===== config.mk =====
export PLATFORM = sky130hd
export DESIGN_NAME = exc_entry_seq
export DESIGN_NICKNAME = d
export VERILOG_FILES = /design/src/rtl/exc_pkg.sv /design/src/rtl/exc_target_calc.sv /design/src/rtl/exc_ctrl_fsm.sv /design/src/rtl/exc_entry_seq.sv
export SDC_FILE = /design/constraint.sdc
export NUM_CORES = 1
export LEC_CHECK = 0
export BUFFER_PORTS_ARGS = -buffer_cell sky130_fd_sc_hd__buf_2
export CORE_MARGIN = 2
export CORE_UTILIZATION = 50
export DETAILED_ROUTE_END_ITERATION = 16
export PLACE_DENSITY = 0.81
export SLEW_MARGIN = 0
export SYNTH_ARGS = -nofsm -noshare
export SYNTH_HDL_FRONTEND = slang
export SYNTH_SLANG_ARGS = --single-unit

===== constraint.sdc =====
create_clock -name clk -period 9 [get_ports clk]
set_clock_uncertainty 0.1 [all_clocks]
set_input_delay 1.8 -clock clk [delete_from_list [all_inputs] [get_ports clk]]
set_output_delay 1.8 -clock clk [all_outputs]
set_load 0.01 [all_outputs]

===== src/rtl/exc_pkg.sv =====
package exc_pkg;
  typedef enum logic [1:0] {
    K_UND = 2'd0,
    K_SWI = 2'd1,
    K_IRQ = 2'd2,
    K_RSV = 2'd3
  } exc_kind_e;

  localparam int MODE_W    = 5;
  localparam int PSR_I_BIT = 7;
  localparam int PSR_T_BIT = 5;

  localparam logic [MODE_W-1:0] MODE_IRQ = 5'h12;
  localparam logic [MODE_W-1:0] MODE_SVC = 5'h13;
  localparam logic [MODE_W-1:0] MODE_UND = 5'h1B;

  localparam int VEC_UND = 32'h04;
  localparam int VEC_SWI = 32'h08;
  localparam int VEC_IRQ = 32'h18;

  localparam int WIDE_BYTES    = 4;
  localparam int COMPACT_BYTES = 2;
endpackage


===== src/rtl/exc_target_calc.sv =====
module exc_target_calc
  import exc_pkg::*;
#(
  parameter int XLEN = 32
) (
  input  exc_kind_e          kind,
  input  logic [XLEN-1:0]    pc,
  input  logic               compact,
  output logic [MODE_W-1:0]  mode,
  output logic [XLEN-1:0]    vector,
  output logic [XLEN-1:0]    link
);
  localparam logic [XLEN-1:0] W_WIDE    = XLEN'(WIDE_BYTES);
  localparam logic [XLEN-1:0] W_COMPACT = XLEN'(COMPACT_BYTES);

  logic [XLEN-1:0] width;
  logic [XLEN-1:0] bias;

  always_comb begin
    width = compact ? W_COMPACT : W_WIDE;
    bias  = '0;
    unique case (kind)
      K_IRQ: begin
        mode   = MODE_IRQ;
        vector = XLEN'(VEC_IRQ);
        bias   = W_WIDE;
      end
      K_SWI: begin
        mode   = MODE_SVC;
        vector = XLEN'(VEC_SWI);
      end
      default: begin
        mode   = MODE_UND;
        vector = XLEN'(VEC_UND);
      end
    endcase
    link = pc - width + bias;
  end
endmodule


===== src/rtl/exc_ctrl_fsm.sv =====
module exc_ctrl_fsm (
  input  logic clk,
  input  logic rst_n,
  input  logic go,
  output logic idle,
  output logic in_mode,
  output logic in_write
);
  typedef enum logic [1:0] {S_IDLE, S_MODE, S_WRITE} st_e;
  st_e st, st_n;

  always_comb begin
    st_n = st;
    unique case (st)
      S_IDLE:  if (go) st_n = S_MODE;
      S_MODE:  st_n = S_WRITE;
      default: st_n = S_IDLE;
    endcase
  end

  always_ff @(posedge clk or negedge rst_n)
    if (!rst_n) st <= S_IDLE;
    else        st <= st_n;

  assign idle     = (st == S_IDLE);
  assign in_mode  = (st == S_MODE);
  assign in_write = (st == S_WRITE);

  a_r1_two_step: assert property (@(posedge clk) disable iff (!rst_n)
    in_mode |=> in_write);
  a_r1_return_idle: assert property (@(posedge clk) disable iff (!rst_n)
    in_write |=> idle);
  a_r1_go_starts: assert property (@(posedge clk) disable iff (!rst_n)
    (idle && go) |=> in_mode);
endmodule


===== src/rtl/exc_entry_seq.sv =====
module exc_entry_seq
  import exc_pkg::*;
#(
  parameter int XLEN = 32
) (
  input  logic              clk,
  input  logic              rst_n,
  input  logic              req_valid,
  output logic              req_ready,
  input  logic [1:0]        req_kind,
  input  logic [XLEN-1:0]   cur_pc,
  input  logic [XLEN-1:0]   cur_psr,
  input  logic              cur_compact,
  output logic              busy,
  output logic              mode_chg_valid,
  output logic [MODE_W-1:0] mode_chg_target,
  output logic              lr_we,
  output logic [XLEN-1:0]   lr_data,
  output logic              spsr_we,
  output logic [XLEN-1:0]   spsr_data,
  output logic              psr_we,
  output logic [XLEN-1:0]   psr_data,
  output logic              pc_we,
  output logic [XLEN-1:0]   pc_data,
  output logic              halt_clr,
  output logic              refill
);
  exc_kind_e       kind_in, kind_q;
  logic [XLEN-1:0] pc_q, psr_q;
  logic            compact_q;
  logic            accept, masked, go;
  logic            idle, in_mode, in_write;
  logic [MODE_W-1:0] tgt_mode;
  logic [XLEN-1:0] vec, link;

  assign kind_in = exc_kind_e'(req_kind);
  assign accept  = req_valid && req_ready;
  assign masked  = (kind_in == K_RSV) ||
                   ((kind_in == K_IRQ) && cur_psr[PSR_I_BIT]);
  assign go      = accept && !masked;

  always_ff @(posedge clk or negedge rst_n)
    if (!rst_n) begin
      kind_q    <= K_UND;
      pc_q      <= '0;
      psr_q     <= '0;
      compact_q <= 1'b0;
    end else if (go) begin
      kind_q    <= kind_in;
      pc_q      <= cur_pc;
      psr_q     <= cur_psr;
      compact_q <= cur_compact;
    end

  exc_ctrl_fsm u_fsm (
    .clk(clk), .rst_n(rst_n), .go(go),
    .idle(idle), .in_mode(in_mode), .in_write(in_write)
  );

  exc_target_calc #(.XLEN(XLEN)) u_calc (
    .kind(kind_q), .pc(pc_q), .compact(compact_q),
    .mode(tgt_mode), .vector(vec), .link(link)
  );

  always_comb begin
    psr_data = psr_q;
    psr_data[MODE_W-1:0] = tgt_mode;
    psr_data[PSR_T_BIT]  = 1'b0;
    psr_data[PSR_I_BIT]  = 1'b1;
  end

  assign req_ready       = idle;
  assign busy            = !idle;
  assign mode_chg_valid  = in_mode;
  assign mode_chg_target = tgt_mode;
  assign lr_we           = in_write;
  assign lr_data         = link;
  assign spsr_we         = in_write;
  assign spsr_data       = psr_q;
  assign psr_we          = in_write;
  assign pc_we           = in_write;
  assign pc_data         = vec;
  assign refill          = in_write;
  assign halt_clr        = in_write && (kind_q == K_IRQ);

  a_r2_masked_irq_dropped: assert property (@(posedge clk) disable iff (!rst_n)
    (accept && kind_in == K_IRQ && cur_psr[PSR_I_BIT]) |=> !busy);
  a_r10_reserved_dropped: assert property (@(posedge clk) disable iff (!rst_n)
    (accept && kind_in == K_RSV) |=> !busy);
  a_r3_mode_before_write: assert property (@(posedge clk) disable iff (!rst_n)
    mode_chg_valid |=> (lr_we && !mode_chg_valid));
  a_r8_status_forced: assert property (@(posedge clk) disable iff (!rst_n)
    psr_we |-> (psr_data[PSR_I_BIT] && !psr_data[PSR_T_BIT]));
  a_r9_halt_only_irq: assert property (@(posedge clk) disable iff (!rst_n)
    halt_clr |-> (pc_data == XLEN'(VEC_IRQ) && refill));
  a_r6_saved_stable: assert property (@(posedge clk) disable iff (!rst_n)
    (busy && $past(busy)) |-> $stable(spsr_data));
  a_r1_no_take_busy: assert property (@(posedge clk) disable iff (!rst_n)
    busy |-> !req_ready);
endmodule


# [Word-level counts from Yosys, hierarchy flattened]
# Cells that the tools add are included.
[totals] regBits=69 in_bits=70 word_cells=28
[classes] addsub=2 eq_ne=7 n_mux=6 reduce_logical=8
[ops] op="$add A32 B3 Y32" count=1
[ops] op="$sub A32 B32 Y32" count=1
[ops] op="$pmux W5 S2" count=1
[ops] op="$eq A2 B2 Y1 const B" count=4
[ops] op="$pmux W4 S2" count=1
[ops] op="$mux W3" count=2
[ops] op="$eq A2 B1 Y1 const B" count=2
[ops] op="$logic_and A1 B1 Y1" count=4
[ops] op="$pmux W2 S2" count=1
[ops] op="$logic_not A1 Y1" count=2
[ops] op="$logic_not A2 Y1" count=1
[ops] op="$mux W2" count=1
[ops] op="$ne A2 B1 Y1 const B" count=1
[ops] op="$logic_or A1 B1 Y1" count=1

# [Logic depth before layout (Yosys ltp)]
[logic_depth] word_depth=7 depth_mapped=12 mapped_depth_nobuf=12

# [Hierarchy]
# From an unflattened synthesis, not the netlist that was laid out.
[hier_totals] hier_cells=498 hier_area_um2=5198.7
[modules_own_cells] mod="exc_entry_seq" n_inst=1 cells_each=191 area_each_um2=3075.4 seq_area_each_um2=1676.6
[modules_own_cells] mod="exc_target_calc" n_inst=1 cells_each=300 area_each_um2=2043.2 seq_area_each_um2=0.0
[modules_own_cells] mod="exc_ctrl_fsm" n_inst=1 cells_each=7 area_each_um2=80.1 seq_area_each_um2=50.0

# [Least setup slack after synthesis]
# No wires, ideal clock.
[synth_path] path_type="flip-flop to output port" start="register kind_q[1]" end="output lr_data[30]" arrival_time_ps=2906 path_slack_ps=4194 stages_incl_launch_ff=11 path_cell_list="dfrtp_1 ha_1 fa_1 ha_1 a211oi_1 nor2_1 o32ai_4 o221a_2 o21ai_2 a311oi_2 xnor2_1"
[synth_via] elab_chain_cells=3
[synth_lines] item="start: declaration" line="exc_entry_seq.sv:28" source="exc_kind_e kind_in, kind_q;"
[synth_lines] item="start signal: assignment" line="exc_entry_seq.sv:49" source="kind_q <= kind_in;"
[synth_lines] item="$eq A2 B2 Y1" line="exc_target_calc.sv:22" source="unique case (kind)"
[synth_lines] item="$mux W3" line="exc_target_calc.sv:22"
[synth_lines] item="$add A32 B3 Y32" line="exc_target_calc.sv:37" source="link = pc - width + bias;"
[synth_lines] item="end: declaration" line="exc_entry_seq.sv:18" source="output logic [XLEN-1:0] lr_data,"
# No other way between the ends.

# [Final worst setup path]
# Ends and elaborated chain as after synthesis.

==> impl_metrics.ini <==
[min_path]
hp-start = spsr_data[7]
worstHoldPathType = reg2reg
hold_depth = 2

[logic_synthesis]
synth_cells = 598
synth_edf_count = 0
ys.warnings.count = 0
post-synth-top-count-cell = nand2_1
synth_commonest_cells = nand2_1, buf_4, dfrtp_1
yosysTopAreaCellShare_pct = 35.5
syn_area_sq_mm = 0.00486
syn_avg_cell_area_sq_um = 8.12
ys_top_cells_by_area = dfrtp_1, nand2_1, buf_4, ha_1, o21ai_0
synth_seq_area_share_pct = 35.5
ys.flop_type = dfrtp_1
ys_async_sr_fraction_pct = 100
synth_top_area_cell = dfrtp_1
synth.distinct_cells = 54
synth_seq_cells = 69

[finish]
seq_area_sq_mm = 0.00173
multi_input_area_sq_mm = 0.00247
nets = 832
final_cell_area_sq_mm = 0.00568
areaGrowthSynthToFinish_pct = 16.9
fin_util_pct = 60.9
n_antenna_cell = 0
nFillCells = 868
drive_gt1_share_pct = 28.6

[die]
design.die.area_sq_mm = 0.0105
rows = 35
start_util_pct = 52.1
core_sq_mm = 0.00933
die_h_microns = 103
io_pins = 212
fp.dieW_microns = 103

[timing]
report.final.slew_viol_count = 0
worst_pin_slew_ns = 0.878
fin_tns_setup_ns = 0
fmax_mhz = 181
period_share_pct = 61.3
rsz0062_at_grt = no
final_hold_viol_count = 0
holdWs_ns = 0.371
setup_viol = 0
slew_headroom_pct = 41.5
period_minus_slack_ns = 5.52

[detailed_routing]
drtIter0Drc = 166
wl_per_cell_microns = 13.9
firstDrtPassIters = 5
drc = 0
routed_wl_mm = 12.0
ant_nets = 0
wl_met2_mm = 6.24
top_layer_used = met4
dr_wl_met3_microns = 867
vias = 4352
viasPerCell = 5.05
wl_met1_mm = 4.64

[grt]
grt_max_degree = 99
grt.overflow.total = 0
grt_usage_pct = 22.9
antenna_found_initial = 0
grt_pass1_vias = 4174
grt_pass1_wl_mm = 19.1

[clock_tree]
hold_buffers = 0
htreeDepth = 3
cts_tree = built
clockBufferDepth = 2
cts.clk_slew.worst_paths_ns = 0.07
cts_sinks = 69
post-cts-setup-buffers = 0
post_cts_resized = 0
numCtsBuffers = 9
root_buffer = clkbuf_8
clk_latency_ns = 0.34

[pwr]
irDropWorstVdd_uv = 192
cellPowerDensity_mw_per_mm2 = 313
fin_total_pwr_w = 0.00178
leakagePower_nw = 3.16

[run]
maxCapViolCount = 0

[setup_path]
crit_required_ns = 7.10
startpoint_type = register
r2r-start = u_fsm.st[1]
worstSetupPathType = reg2out
crit_path_start = kind_q[1]
worstPathMaxFanout = 4
critPathArrivalTime_ns = 3.62
reg2reg_depth = 6
end_kind = primary output

[placement]
post_dp_cell_area_sq_mm = 0.00543
gp_congestion = 0.995
hpwl_mm = 9.20
numPortBuffers = 174

[status]
outcome = finished clean
worst max-delay path, stage by stage, from the launching register on:
cell and delay (ns):
dfrtp_1 0.41, ha_1 0.24, fa_1 0.53, ha_1 0.34
a211oi_1 0.25, nor2_1 0.14, o32ai_4 0.35, o221a_2 0.30
o21ai_2 0.11, a311oi_2 0.31, xnor2_1 0.16, buf_2 0.15
worst paths after layout:
kind / to / slack [ns]
worst min-delay path: spsr_data[7] / 0.37
worst max register to register: pc_q[20] / 6.94
worst min register to register: spsr_data[7] / 0.37
min in group asynchronous: spsr_data[29] / 1.54
worst max-delay path: lr_data[30] / 3.48
max in group asynchronous: pc_q[19] / 6.67
layer usage:
layer  global-route usage (%)  vias up
met5                        0        -
met4                     9.03        0
met2                     40.6      189
met3                     5.08       18
li1                         -     2120
met1                     27.1     2025
layout by cell type, fill, tap and decap left out, types with 2 or more instances in the layout:
master,count
xor2_1,9
inv_6,3
bufinv_16,3
dfrtp_1,69
nand2_1,156
clkbuf_8,9
o21ai_0,50
fa_1,2
conb_1,37
xnor2_1,16
ha_1,32
a21o_1,11
and3_1,2
inv_1,46
nand3_1,6
nor2b_1,4
o21ai_2,2
a31oi_1,4
o21a_1,6
a211oi_1,4
o21bai_1,3
buf_2,174
a211o_1,3
nor2_1,16
nand4_1,6
a21oi_1,25
buf_4,3
nor3_1,4
state kept, by name, indices dropped and copies added, names as in the netlist:
name	flops
pc_q	32
compact_q	1
u_fsm.st	2
kind_q	2
spsr_data	32
logic make-up after synthesis:
logic type	share of synthesized area [%]
other	0.155
XOR/XNOR	4.51
flip-flops	35.5
buffers and inverters	16.3
AO/OA/AOI/OAI	17.5
AND/OR/NAND/NOR	17.0
adder cells (fa/ha/maj)	9.07
cell type report:
cell class | instances | area share, %
timing repair buffer | 177 | 15.7
clock buffer | 9 | 2.18
tap | 129 | 2.84
inverter | 47 | 3.11
clock inverter | 7 | 2.25
multi-input combinational | 424 | 43.5
sequential | 69 | 30.4
power breakdown:
group | internal [W] | total (W) | switching, W
combinational | 0.000433 | 0.00104 | 0.000604
clock | 0.000189 | 0.000322 | 0.000133
sequential | 0.000377 | 0.000422 | 0.0000447
metrics by stage:
stage,setup WS (ns),cells
2_1_floorplan,4.19,633
3_3_place_gp,3.95,846
3_5_place_dp,3.87,846
4_1_cts,3.45,862
5_1_grt,3.24,862
6_report,3.48,862
Note: power is estimated with default switching activity, not from simulation.
